File: config.mk
export PLATFORM = sky130hd
export DESIGN_NAME = qage_set_repl
export DESIGN_NICKNAME = d
export VERILOG_FILES = /design/src/rtl/qage_pkg.sv /design/src/rtl/qage_lowest.sv /design/src/rtl/qage_tag_match.sv /design/src/rtl/qage_age_bank.sv /design/src/rtl/qage_set_repl.sv
export SDC_FILE = /design/constraint.sdc
export NUM_CORES = 1
export LEC_CHECK = 0
export ABC_CLOCK_PERIOD_IN_PS = 3700
export BUFFER_PORTS_ARGS = -buffer_cell sky130_fd_sc_hd__buf_2
export CORE_MARGIN = 2
export CORE_UTILIZATION = 42
export CTS_CLUSTER_SIZE = 12
export DETAILED_ROUTE_END_ITERATION = 8
export PLACE_DENSITY = 0.69
export SLEW_MARGIN = 25
export SYNTH_ARGS = -nofsm -noshare
export SYNTH_HDL_FRONTEND = slang
export SYNTH_HIERARCHICAL = 1
export SYNTH_SLANG_ARGS = --single-unit
File: constraint.sdc
create_clock -name clk -period 3.7 [get_ports clk]
set_input_delay 0.74 -clock clk [delete_from_list [all_inputs] [get_ports clk]]
set_output_delay 0.74 -clock clk [all_outputs]
set_load 0.02 [all_outputs]
File: src/rtl/qage_pkg.sv
package qage_pkg;
    localparam int AGE_W = 2;
    typedef logic [AGE_W-1:0] age_t;
    localparam age_t AGE_MAX = 2'd3;
    localparam age_t AGE_NEW = 2'd1;

    typedef enum logic {
        ST_IDLE  = 1'b0,
        ST_AGING = 1'b1
    } ctl_state_e;

    function automatic age_t age_promote(input age_t a);
        return (a >= 2'd2) ? 2'd1 : 2'd0;
    endfunction
endpackage

File: src/rtl/qage_lowest.sv
module qage_lowest #(
    parameter int N = 16,
    localparam int IW = (N > 1) ? $clog2(N) : 1
) (
    input  logic [N-1:0]  vec,
    output logic          found,
    output logic [IW-1:0] idx
);
    always_comb begin
        found = |vec;
        idx   = '0;
        for (int i = N - 1; i >= 0; i--) begin
            if (vec[i]) idx = IW'(i);
        end
    end
endmodule

File: src/rtl/qage_tag_match.sv
module qage_tag_match #(
    parameter int WAYS  = 16,
    parameter int TAG_W = 8
) (
    input  logic [WAYS-1:0][TAG_W-1:0] tags,
    input  logic [WAYS-1:0]            valid,
    input  logic [TAG_W-1:0]           probe,
    output logic [WAYS-1:0]            match
);
    for (genvar g = 0; g < WAYS; g++) begin : g_cmp
        assign match[g] = valid[g] && (tags[g] == probe);
    end
endmodule

File: src/rtl/qage_age_bank.sv
module qage_age_bank
    import qage_pkg::*;
#(
    parameter int WAYS = 16
) (
    input  age_t [WAYS-1:0] ages,
    output logic [WAYS-1:0] at_max,
    output age_t [WAYS-1:0] stepped
);
    for (genvar g = 0; g < WAYS; g++) begin : g_way
        assign at_max[g]  = (ages[g] == AGE_MAX);
        assign stepped[g] = (ages[g] == AGE_MAX) ? AGE_MAX : ages[g] + 2'd1;
    end
endmodule

File: src/rtl/qage_set_repl.sv
module qage_set_repl
    import qage_pkg::*;
#(
    parameter int WAYS  = 16,
    parameter int TAG_W = 8,
    localparam int WAY_W = $clog2(WAYS)
) (
    input  logic                    clk,
    input  logic                    rst_n,
    input  logic                    req_valid,
    input  logic [TAG_W-1:0]        req_tag,
    output logic                    req_ready,
    output logic                    rsp_done,
    output logic                    rsp_hit,
    output logic [WAY_W-1:0]        rsp_way,
    output logic                    rsp_evict_valid,
    output logic [TAG_W-1:0]        rsp_evict_tag,
    output logic [WAYS-1:0]         dbg_valid,
    output logic [2*WAYS-1:0]       dbg_age,
    output logic [TAG_W*WAYS-1:0]   dbg_tag
);
    typedef struct packed {
        ctl_state_e                    st;
        age_t [WAYS-1:0]               ages;
        logic [WAYS-1:0][TAG_W-1:0]    tags;
        logic [WAYS-1:0]               valid;
        logic [TAG_W-1:0]              pend_tag;
        logic                          done;
        logic                          hit;
        logic [WAY_W-1:0]              way;
        logic                          ev_valid;
        logic [TAG_W-1:0]              ev_tag;
    } repl_state_t;

    repl_state_t q, d;

    logic [WAYS-1:0]  match_vec;
    logic [WAYS-1:0]  at_max;
    age_t [WAYS-1:0]  stepped;
    logic             hit_found, inv_found, old_found;
    logic [WAY_W-1:0] hit_idx, inv_idx, old_idx;
    logic             accept;
    logic             fill_en;
    logic [WAY_W-1:0] fill_way;
    logic [TAG_W-1:0] fill_tag;

    qage_tag_match #(.WAYS(WAYS), .TAG_W(TAG_W)) u_match (
        .tags  (q.tags),
        .valid (q.valid),
        .probe (req_tag),
        .match (match_vec)
    );

    qage_lowest #(.N(WAYS)) u_hit_pick (
        .vec   (match_vec),
        .found (hit_found),
        .idx   (hit_idx)
    );

    qage_lowest #(.N(WAYS)) u_inv_pick (
        .vec   (~q.valid),
        .found (inv_found),
        .idx   (inv_idx)
    );

    qage_age_bank #(.WAYS(WAYS)) u_ages (
        .ages    (q.ages),
        .at_max  (at_max),
        .stepped (stepped)
    );

    qage_lowest #(.N(WAYS)) u_old_pick (
        .vec   (at_max),
        .found (old_found),
        .idx   (old_idx)
    );

    assign req_ready = (q.st == ST_IDLE);
    assign accept    = req_valid && req_ready;
    assign fill_tag  = (q.st == ST_AGING) ? q.pend_tag : req_tag;
    assign fill_way  = inv_found ? inv_idx : old_idx;

    always_comb begin
        d       = q;
        d.done  = 1'b0;
        fill_en = 1'b0;
        unique case (q.st)
            ST_IDLE: begin
                if (accept) begin
                    if (hit_found) begin
                        d.ages[hit_idx] = age_promote(q.ages[hit_idx]);
                        d.done          = 1'b1;
                        d.hit           = 1'b1;
                        d.way           = hit_idx;
                        d.ev_valid      = 1'b0;
                        d.ev_tag        = '0;
                    end else if (inv_found || old_found) begin
                        fill_en = 1'b1;
                    end else begin
                        d.ages     = stepped;
                        d.pend_tag = req_tag;
                        d.st       = ST_AGING;
                    end
                end
            end
            ST_AGING: begin
                if (old_found) begin
                    fill_en = 1'b1;
                    d.st    = ST_IDLE;
                end else begin
                    d.ages = stepped;
                end
            end
            default: d.st = ST_IDLE;
        endcase

        if (fill_en) begin
            d.tags[fill_way]  = fill_tag;
            d.valid[fill_way] = 1'b1;
            d.ages[fill_way]  = AGE_NEW;
            d.done            = 1'b1;
            d.hit             = 1'b0;
            d.way             = fill_way;
            d.ev_valid        = q.valid[fill_way];
            d.ev_tag          = q.valid[fill_way] ? q.tags[fill_way] : '0;
        end
    end

    always_ff @(posedge clk) begin
        if (!rst_n) begin
            q.st       <= ST_IDLE;
            q.ages     <= {WAYS{AGE_MAX}};
            q.tags     <= '0;
            q.valid    <= '0;
            q.pend_tag <= '0;
            q.done     <= 1'b0;
            q.hit      <= 1'b0;
            q.way      <= '0;
            q.ev_valid <= 1'b0;
            q.ev_tag   <= '0;
        end else begin
            q <= d;
        end
    end

    assign rsp_done        = q.done;
    assign rsp_hit         = q.hit;
    assign rsp_way         = q.way;
    assign rsp_evict_valid = q.ev_valid;
    assign rsp_evict_tag   = q.ev_tag;
    assign dbg_valid       = q.valid;
    assign dbg_age         = q.ages;
    assign dbg_tag         = q.tags;

    // a reported hit names a valid way holding the requested tag
    a_r2_hit_on_valid: assert property (@(posedge clk) disable iff (!rst_n)
        (q.done && q.hit) |-> (q.valid[q.way] && q.tags[q.way] == $past(req_tag)));

    // a hit way ends at age 0 or 1
    a_r3_hit_promotes: assert property (@(posedge clk) disable iff (!rst_n)
        (q.done && q.hit) |-> (q.ages[q.way] <= 2'd1));

    // a filled way is valid at the insertion age
    a_r4_fill_state: assert property (@(posedge clk) disable iff (!rst_n)
        (q.done && !q.hit) |-> (q.valid[q.way] && q.ages[q.way] == AGE_NEW));

    // eviction from a full set only takes a way at the eviction age
    a_r5_victim_at_max: assert property (@(posedge clk) disable iff (!rst_n)
        (fill_en && (&q.valid)) |-> (q.ages[fill_way] == AGE_MAX));

    // each aging step raises every age by exactly one
    for (genvar g = 0; g < WAYS; g++) begin : g_chk
        a_r6_age_step: assert property (@(posedge clk) disable iff (!rst_n)
            (q.st == ST_AGING && !old_found) |=>
                (q.ages[g] == $past(q.ages[g]) + 2'd1));
    end

    // no completion while the aging loop holds the port
    a_r7_no_done_aging: assert property (@(posedge clk) disable iff (!rst_n)
        (q.st == ST_AGING) |-> !q.done);
endmodule

==> run_results.csv, run 1 <==
group,metric,value,unit
run_status,status,"finished, final reports clean",
final_layout,nFillCells,3013,
sta,slew_headroom,0.342,
placement,portBuffers,202,
global_routing,grt_max_degree,85,
clock_network,numCtsBuffers,17,
final_layout,stdcell_count,2090,
critical_path,crit-reg2reg-launch,"dbg_valid[3]",
clock_network,tritoncts,"built",
routing,finalWirelength,47.4,mm
floorplanning,core,0.0313,mm2
synth,async_flop_share,0,
sta,fin_skew,0.0158,ns
synth,synth-seq-area-share,0.301,
hold_path,hold_class,"flip-flop to flip-flop",
routing,dr.pass1.iters,6,
synth,yosys_register_bits,200,
pwr,p_total,0.00476,W
pwr,p_leak,5.40,nW
final_layout,drive_gt1_frac,0.264,
pwr,clock_power_share,0.408,
critical_path,crit_path_top_delay_cell,"nor4_2",
routing,routedWlPerCell,22.7,um
pwr,cell_internal_pwr,0.00337,W
synth,synthCells,1616,
synth,synth-main-ff-cell,"dfxtp_1",
synth,synth_area,0.0133,mm2
critical_path,setup.worst_path.end_class,"flip-flop",
clock_network,cts_root_buf,"clkbuf_16",
final_layout,layout_commonest_cell,"nor2_1",
routing,drt_iter0_drc,1549,
clock_network,post_cts_buffers,0,
floorplanning,die_h,182,um
placement,placed_cells,2058,
final_layout,fin_area,0.0147,mm2
global_routing,track_usage,0.280,
pwr,p_switching,0.00139,W
sta,tightest_slew,0.959,ns
pwr,switching_share,0.292,
sta,period_needed,3.41,ns
sta,rsz0062_at_grt,"false",
job,drv_cap,0,
routing,antenna_left,0,
global_routing,grt_pass1_vias,11400,
pwr,p_seq_frac,0.467,
routing,drc,0,
final_layout,antenna_cells,0,
floorplanning,pin_count,203,
final_layout,fin_util,0.471,
critical_path,worstPathRequired,4.04,ns
floorplanning,start_util,0.424,
critical_path,cp.arrival,3.75,ns
floorplanning,rows,65,
clock_network,htree_levels,4,
sta,drv_slew,0,
floorplanning,die_area,0.0331,mm2
synth,yosysWarnings,6,
routing,vias,12500,
placement,detailed_place.area,0.0142,mm2
critical_path,cp_max_fo,18,
pwr,max-vdd-ir-drop,0.324,mV
critical_path,path_class,"primary input to flip-flop",
placement,finalWeightedCongestion,1.00,
sta,hold_ws,0.462,ns
floorplanning,die_w,182,um
pwr,cellPowerDensity,323,mW/mm2
synth,synth_edf_count,0,
clock_network,cts.sinks,200,
global_routing,grt_overflow,0,
hold_path,hold_path.startpoint,"rsp_evict_valid",
routing,via_per_inst,5.96,
final_layout,nets,1686,
sta,period_share,0.922,
sta,setup_viol,0,
placement,hpwl,35.0,mm
global_routing,antenna_found_initial,0,
critical_path,crit_chain,"buf_2 -> buf_12 -> xnor2_1 -> nand3_1 -> nor3_2 -> nor4_2 -> nand3_1 -> or3_1 -> nor2b_1 -> o22a_1 -> nand2b_1 -> buf_4 -> nor2_4 -> buf_12 -> nor2_1 -> a211oi_1",
synth,synth_cell_types,62,
clock_network,post_cts_resized,0,
final_layout,syn2layout_area_growth,11.0,%
critical_path,worst_setup_path_start_kind,"primary input",
clock_network,postCtsHoldBufs,0,
clock_network,path_clk_slew,0.09,ns
sta,fmax,0.293,GHz
critical_path,critPathLaunch,"req_tag[2]",
clock_network,clkLatencyLatePin,0.44,ns
sta,hold_violations,0,
critical_path,crit_path_max_incr_delay,0.42,ns
final_layout,final_cell_mix,"nor2_1, buf_2, dfxtp_1",
pwr,p_comb_frac,0.126,
synth,synth.avg_cell_area,8.22,um2
clock_network,ctsLongestPathBuffers,2,
synth,syn_nets,1627,
global_routing,grt_pass1_wl,70.9,mm
==> through the flow <==
step	setup WS [ns]	setup TNS [ns]
finish	0.289	0
global route	0.117	0
CTS	0.356	0
detailed placement	-0.101	-2.38
global placement	-0.00883	-0.00883
floorplan	0.222	0
==> layer usage <==
layer / GRT usage / wire [um] / vias up
met1: 0.377 / 19600 / 5903
met5: 0 / 0 / -
met2: 0.442 / 21100 / 776
met4: 0.118 / 2030 / 0
li1: - / - / 5650
met3: 0.0499 / 4630 / 133
==> cells in the mapped netlist (4+ instances only) <==
cell,n,share of area
nor2b_1,22,0.010
mux2_2,15,0.013
and2_1,15,0.0071
or2_1,16,0.0075
a211oi_1,145,0.082
o21ai_1,13,0.0049
xnor2_1,128,0.084
or3_1,14,0.0066
nor4_1,4,0.0019
and2_2,4,0.0023
o21a_1,6,0.0034
nor2_1,219,0.062
inv_2,6,0.0017
nand4_1,16,0.0075
buf_12,5,0.0075
a32o_1,8,0.0060
buf_4,195,0.11
mux2i_1,39,0.029
o2111ai_1,7,0.0046
o311ai_0,5,0.0033
nor3_1,10,0.0038
nor2_4,7,0.0059
buf_6,12,0.010
nor3_2,19,0.014
dfxtp_1,200,0.30
and3_1,4,0.0019
o221ai_1,15,0.0099
a21oi_1,50,0.019
nand2_1,55,0.016
o21ai_0,52,0.020
a31oi_1,7,0.0033
inv_1,39,0.011
a21o_1,5,0.0028
o22a_1,27,0.018
nand2b_1,27,0.013
o311a_1,7,0.0053
buf_2,26,0.0098
nor2_2,10,0.0047
o211ai_1,7,0.0040
clkbuf_1,54,0.015
nand3_1,24,0.0090
o22ai_1,41,0.019
==> final cells by class <==
cell class	count	area, um2	share of cell area
Tap cell	402	503	0.0341
Clock buffer	18	429	0.0291
Sequential cell	200	4010	0.272
Multi-Input combinational cell	1076	7100	0.481
Inverter	46	175	0.0119
Timing Repair Buffer	334	2380	0.161
Clock inverter	14	156	0.0106
==> cells by family after synthesis <==
family | Yosys count | synth area share
xor gates and xnor gates | 128 | 0.0844
and+or+nand+nor | 479 | 0.184
muxes | 57 | 0.0472
DFF | 200 | 0.301
buffers and inverters | 340 | 0.167
AOI/OAI and AO/OA | 412 | 0.217
==> critical path: cells and delay by family <==
family | cells | cell delay, ns
xor gates and xnor gates | 1 | 0.15
buffers and inverters | 4 | 0.62
and+or+nand+nor | 9 | 1.63
AOI/OAI and AO/OA | 2 | 0.60
==> power groups by stage <==
stage / registers (W) / clock network, W / logic, W
finish: 0.00222 / 0.00194 / 0.000599
global route: 0.00222 / 0.00204 / 0.000625
CTS: 0.00222 / 0.00195 / 0.000583
detailed placement: 0.00227 / 0 / 0.000581
global placement: 0.00227 / 0 / 0.000576
floorplan: 0.00225 / 0 / 0.000425
==> path summary, 6_finish.rpt <==
| path | to | slack (ns) | cells past startpoint |
|---|---|---|---|
| max reg2reg | dbg_age[23] | 0.30 | 13 |
| min reg2reg | rsp_evict_valid | 0.46 | 2 |
| max | flip-flop | 0.29 | 16 |
| min | rsp_evict_valid | 0.46 | 2 |
Note: power is estimated with default switching activity, not from simulation.
==> inputs of run 2 (changes only) <==
--- a/config.mk
+++ b/config.mk
@@ -7,8 +7,11 @@
 export LEC_CHECK = 0
 export ABC_CLOCK_PERIOD_IN_PS = 3700
 export BUFFER_PORTS_ARGS = -buffer_cell sky130_fd_sc_hd__buf_2
+export CAP_MARGIN = 15
+export CORE_ASPECT_RATIO = 1.4
 export CORE_MARGIN = 2
 export CORE_UTILIZATION = 42
+export CTS_BUF_LIST = sky130_fd_sc_hd__clkbuf_8
 export CTS_CLUSTER_SIZE = 12
 export DETAILED_ROUTE_END_ITERATION = 8
 export PLACE_DENSITY = 0.69
==> run 2 against run 1 <==
Against the previous run: via count fell by 1.9%; global-route usage rose by 0.059 points; first-iteration DRC count fell by 35%; sequential power barely moved; worst hold slack improved by 0.0085 ns; worst setup slack got worse by 0.091 ns; cell count rose by 0.38%; sequential share of layout area rose by 0.14 points; cell area fell by 0.52%; largest cell class unchanged; highest routed layer is now met5.
==> run_results.csv, run 2 (same netlist as run 1, synthesis figures left out) <==
group,metric,value,unit
run_status,status,"finished, final reports clean",
sta,finalWorstSetupSlack,0.198,ns
global_routing,grt_overflow,0,
pwr,p_comb_frac,0.140,
final_layout,drive_gt1_frac,0.272,
routing,top_layer,"met5",
final_layout,nets,1700,
sta,period_needed,3.50,ns
clock_network,clkLatencyLatePin,0.53,ns
clock_network,post_cts_resized,0,
routing,met1_length,18.3,mm
global_routing,grt_pass1_vias,11800,
clock_network,ctsLongestPathBuffers,2,
routing,via_per_inst,5.83,
routing,wl_met3,2.88,mm
global_routing,grt_max_degree,83,
critical_path,cp_max_fo,10,
floorplanning,rows,77,
final_layout,final_cell_mix,"nor2_1, buf_2, dfxtp_1",
job,drv_cap,0,
global_routing,grt_pass1_wl,71.0,mm
clock_network,htree_levels,4,
placement,detailed_place.area,0.0142,mm2
pwr,p_total,0.00438,W
hold_path,holdPathStages,2,
routing,antenna_left,0,
clock_network,path_clk_slew,0.12,ns
routing,finalWirelength,47.3,mm
critical_path,crit-reg2reg-launch,"dbg_valid[7]",
sta,hold_ws,0.471,ns
placement,portBuffers,202,
routing,routedWlPerCell,22.6,um
critical_path,worst_setup_path_start_kind,"flip-flop",
clock_network,cts.sinks,200,
critical_path,path_class,"flip-flop to flip-flop",
clock_network,tritoncts,"built",
placement,hpwl,35.7,mm
placement,finalWeightedCongestion,0.999,
sta,hold_violations,0,
sta,period_share,0.947,
pwr,p_switching,0.00132,W
routing,drt_iter0_drc,1005,
routing,drc,0,
pwr,max-vdd-ir-drop,0.224,mV
critical_path,worstPathRequired,4.16,ns
sta,tightest_slew,0.983,ns
pwr,cell_internal_pwr,0.00306,W
clock_network,numCtsBuffers,17,
floorplanning,die_h,214,um
pwr,switching_share,0.301,
final_layout,syn2layout_area_growth,10.4,%
floorplanning,die_area,0.0331,mm2
hold_path,hold_class,"flip-flop to flip-flop",
sta,fin_skew,0.0262,ns
hold_path,worstHoldEndpoint,"rsp_evict_valid",
critical_path,r2r_end,"rsp_evict_tag[2]",
routing,dr.pass1.iters,5,
placement,place_ws,-0.195,ns
routing,vias,12200,
final_layout,layout_commonest_cell,"nor2_1",
clock_network,postCtsHoldBufs,0,
critical_path,cp.arrival,3.97,ns
hold_path,hold_path.startpoint,"rsp_evict_valid",
pwr,p_seq_frac,0.506,
sta,slew_headroom,0.340,
pwr,clock_power_share,0.354,
critical_path,reg2reg_depth,11,
sta,fmax,0.286,GHz
critical_path,setup.worst_path.end_class,"flip-flop",
floorplanning,start_util,0.423,
routing,met2_wirelength,23.9,mm
final_layout,nFillCells,3082,
floorplanning,core,0.0314,mm2
critical_path,r2r_slack,0.20,ns
pwr,cellPowerDensity,299,mW/mm2
floorplanning,pin_count,203,
pwr,p_leak,5.39,nW
global_routing,antenna_found_initial,1,
final_layout,fin_area,0.0147,mm2
floorplanning,die_w,154,um
sta,setup_viol,0,
sta,rsz0062_at_grt,"false",
global_routing,track_usage,0.281,
sta,drv_slew,0,
clock_network,post_cts_buffers,0,
clock_network,cts_root_buf,"clkbuf_8",
==> run 2: cell types whose count changed in the layout (fill, tap and decap cells not counted), sizes merged <==
cell / change
clkinvlp: -1
bufinv: +1
buf: +14
clkinv: +1
inv: -1
diode: +1
==> run 2: how the worst max path moves through the flow <==
stage | to | startpoint | cells past startpoint
global placement | dbg_age[0] | req_tag[2] | 16
finish | rsp_evict_tag[2] | dbg_valid[7] | 11
global route | rsp_evict_tag[0] | dbg_valid[12] | 11
detailed placement | dbg_age[20] | req_tag[2] | 16
CTS | rsp_evict_tag[2] | dbg_valid[12] | 10
floorplan | dbg_age[30] | req_tag[1] | 15
==> run 2: through the flow <==
step           setup TNS (ns)  std cells  utilization
4_1_cts                     0       2097        0.467
6_report                    0       2098        0.467
3_5_place_dp            -9.07       2065        0.453
5_1_grt                     0       2097        0.467
3_3_place_gp            -1.14       2065        0.453
2_1_floorplan               0       1616            -
==> run 2: per-layer routing <==
layer / up-vias / GRT usage
li1: 5669 / -
met1: 5866 / 0.331
met2: 554 / 0.493
met3: 132 / 0.0465
met4: 2 / 0.136
met5: - / 0
==> run 2: final cells by class <==
type,count,area (um2),share of cell area
clock buffer,18,248,0.0169
inverter,46,175,0.0119
timing repair buffer,348,2460,0.168
clock inverter,14,181,0.0124
tap,395,494,0.0337
multi-input combinational,1076,7100,0.484
antenna,1,2.50,0.000171
sequential,200,4010,0.273
==> run 2: critical path, stage by stage, from the launching register on <==
cell and delay [ns]:
dfxtp_1 0.34, inv_1 0.12, nor4_2 0.31, nand3_1 0.14, or3_1 0.52, buf_4 0.26
a31oi_2 0.67, o22ai_1 0.16, o21a_1 0.28, nor4_4 0.26, buf_4 0.20, a32o_1 0.16
==> run 2: power by group through the flow <==
stage	Sequential, W	Clock [W]	Combinational, W
finish	0.00222	0.00155	0.000612
global route	0.00222	0.00164	0.000642
CTS	0.00222	0.00157	0.000602
detailed placement	0.00227	0	0.000601
global placement	0.00227	0	0.000594
floorplan	0.00225	0	0.000425
==> inputs of run 3 (changes only) <==
--- a/config.mk
+++ b/config.mk
@@ -8,13 +8,15 @@
 export ABC_CLOCK_PERIOD_IN_PS = 3700
 export BUFFER_PORTS_ARGS = -buffer_cell sky130_fd_sc_hd__buf_2
 export CAP_MARGIN = 15
+export CELL_PAD_IN_SITES_DETAIL_PLACEMENT = 1
+export CELL_PAD_IN_SITES_GLOBAL_PLACEMENT = 1
 export CORE_ASPECT_RATIO = 1.4
 export CORE_MARGIN = 2
-export CORE_UTILIZATION = 42
+export CORE_UTILIZATION = 40
 export CTS_BUF_LIST = sky130_fd_sc_hd__clkbuf_8
 export CTS_CLUSTER_SIZE = 12
 export DETAILED_ROUTE_END_ITERATION = 8
-export PLACE_DENSITY = 0.69
+export PLACE_DENSITY = 0.84
 export SLEW_MARGIN = 25
 export SYNTH_ARGS = -nofsm -noshare
 export SYNTH_HDL_FRONTEND = slang
==> run 3 against run 2 <==
Against the previous run: clock power barely moved; core utilization fell by 1.7 points; cell count rose by 1.8%; sequential share of layout area barely moved; non-clock buffer count fell by 6; clock skew fell by 0.0021 ns; first-iteration DRC count fell by 12%; count of clock-buffer cells in the layout did not move; sequential power barely moved; critical path depth rose by 4; routed wire length rose by 11%; worst hold slack got worse by 0.012 ns.
==> run_results.csv, run 3 (same netlist as run 1, synthesis figures left out) <==
group,metric,value,unit
sta,period_needed,3.59,ns
routing,dr.pass1.iters,7,
global_routing,antenna_found_initial,1,
run_status,status,"finished, final reports clean",
clock_network,post_cts_resized,0,
sta,fmax,0.278,GHz
clock_network,tritoncts,"built",
floorplanning,die_w,158,um
global_routing,grt_overflow,0,
floorplanning,die_area,0.0347,mm2
sta,drv_slew,0,
critical_path,cp_max_fo,16,
global_routing,grt_pass1_wl,78.5,mm
routing,drc,0,
sta,rsz0062_at_grt,"false",
critical_path,setup.worst_path.end_class,"flip-flop",
routing,antenna_left,0,
global_routing,met2_usage,0.527,
floorplanning,start_util,0.407,
sta,hold_violations,0,
final_layout,final_cell_mix,"nor2_1, buf_2, dfxtp_1",
critical_path,worstPathRequired,4.12,ns
clock_network,post_cts_buffers,0,
global_routing,grt_max_degree,107,
hold_path,hold_class,"flip-flop to flip-flop",
sta,slew_headroom,0.338,
clock_network,cts_root_buf,"clkbuf_8",
critical_path,reg2reg_depth,11,
global_routing,use_met1,0.325,
pwr,p_total,0.00437,W
sta,finalWorstSetupSlack,0.106,ns
critical_path,worst_setup_path_start_kind,"primary input",
routing,drt_iter0_drc,886,
clock_network,path_clk_slew,0.11,ns
global_routing,use_met3,0.0529,
floorplanning,core,0.0326,mm2
hold_path,holdPathStages,2,
final_layout,nets,1694,
clock_network,numCtsBuffers,17,
floorplanning,pin_count,203,
sta,period_share,0.971,
global_routing,track_usage,0.302,
placement,portBuffers,202,
pwr,p_leak,5.34,nW
sta,fin_skew,0.0242,ns
sta,tightest_slew,0.986,ns
clock_network,clkLatencyLatePin,0.54,ns
placement,hpwl,40.0,mm
critical_path,cp.arrival,4.02,ns
floorplanning,die_h,220,um
clock_network,cts.sinks,200,
pwr,max-vdd-ir-drop,0.202,mV
final_layout,drive_gt1_frac,0.269,
clock_network,postCtsHoldBufs,0,
clock_network,ctsLongestPathBuffers,2,
pwr,cellPowerDensity,298,mW/mm2
placement,detailed_place.area,0.0142,mm2
placement,finalWeightedCongestion,0.952,
clock_network,htree_levels,4,
final_layout,fin_area,0.0147,mm2
final_layout,fin_util,0.450,
placement,place_ws,-0.344,ns
sta,setup_viol,0,
job,drv_cap,0,
routing,via_per_inst,6.00,
global_routing,grt_pass1_vias,13400,
routing,routedWlPerCell,24.6,um
floorplanning,rows,78,
routing,vias,12800,
sta,hold_ws,0.459,ns
critical_path,path_class,"primary input to flip-flop",
global_routing,grt_busiest_layer,"met2",
final_layout,syn2layout_area_growth,10.4,%
final_layout,layout_commonest_cell,"nor2_1",
routing,finalWirelength,52.6,mm
[run 3: cell types whose count changed in the layout (fill, tap and decap cells not counted), sizes merged]
cell and change:
buf -7, clkbuf +1, clkinv +3, inv -4
[run 3: power by group]
| group | total [W] | internal (W) | switching [W] |
|---|---|---|---|
| Sequential | 0.00222 | 0.00218 | 0.0000424 |
| Clock | 0.00153 | 0.000635 | 0.000892 |
| Combinational | 0.000622 | 0.000230 | 0.000391 |
[run 3: routing by layer]
layer  up-vias  routed length, um
met5         -                 13
met3       230               3280
li1       5660                  -
met4         2               4010
met1      6289              18900
met2       636              26300
[run 3: final timing paths]
kind         slack [ns]              end            start
max                0.11        flip-flop       req_tag[3]
min                0.46  rsp_evict_valid  rsp_evict_valid
max reg2reg        0.17        flip-flop    dbg_valid[14]
min reg2reg        0.46  rsp_evict_valid  rsp_evict_valid
[run 3: cell type report]
cell class                      count  area, um2
Antenna cell                        1       2.50
Clock buffer                       18        248
Clock inverter                     13        164
Fill cell                        3981      17900
Inverter                           46        175
Multi-Input combinational cell   1076       7120
Sequential cell                   200       4010
Tap cell                          440        551
Timing Repair Buffer              342       2390
[run 3: worst max-delay path, cell delays in order]
cell      delay, ns
buf_2          0.38
buf_4          0.24
xnor2_1        0.09
nand4_1        0.14
nor3_2         0.08
nor2_1         0.23
nand2_1        0.11
or3_1          0.41
nor2b_1        0.24
o22a_1         0.32
nand2_1        0.19
nor2_2         0.28
buf_12         0.19
nor2_1         0.05
a211oi_1       0.30
[run 3: through the flow]
stage	cells	setup TNS, ns
floorplan	1616	0
global placement	2104	-1.23
detailed placement	2104	-22.33
CTS	2135	0
global route	2135	0
finish	2136	0
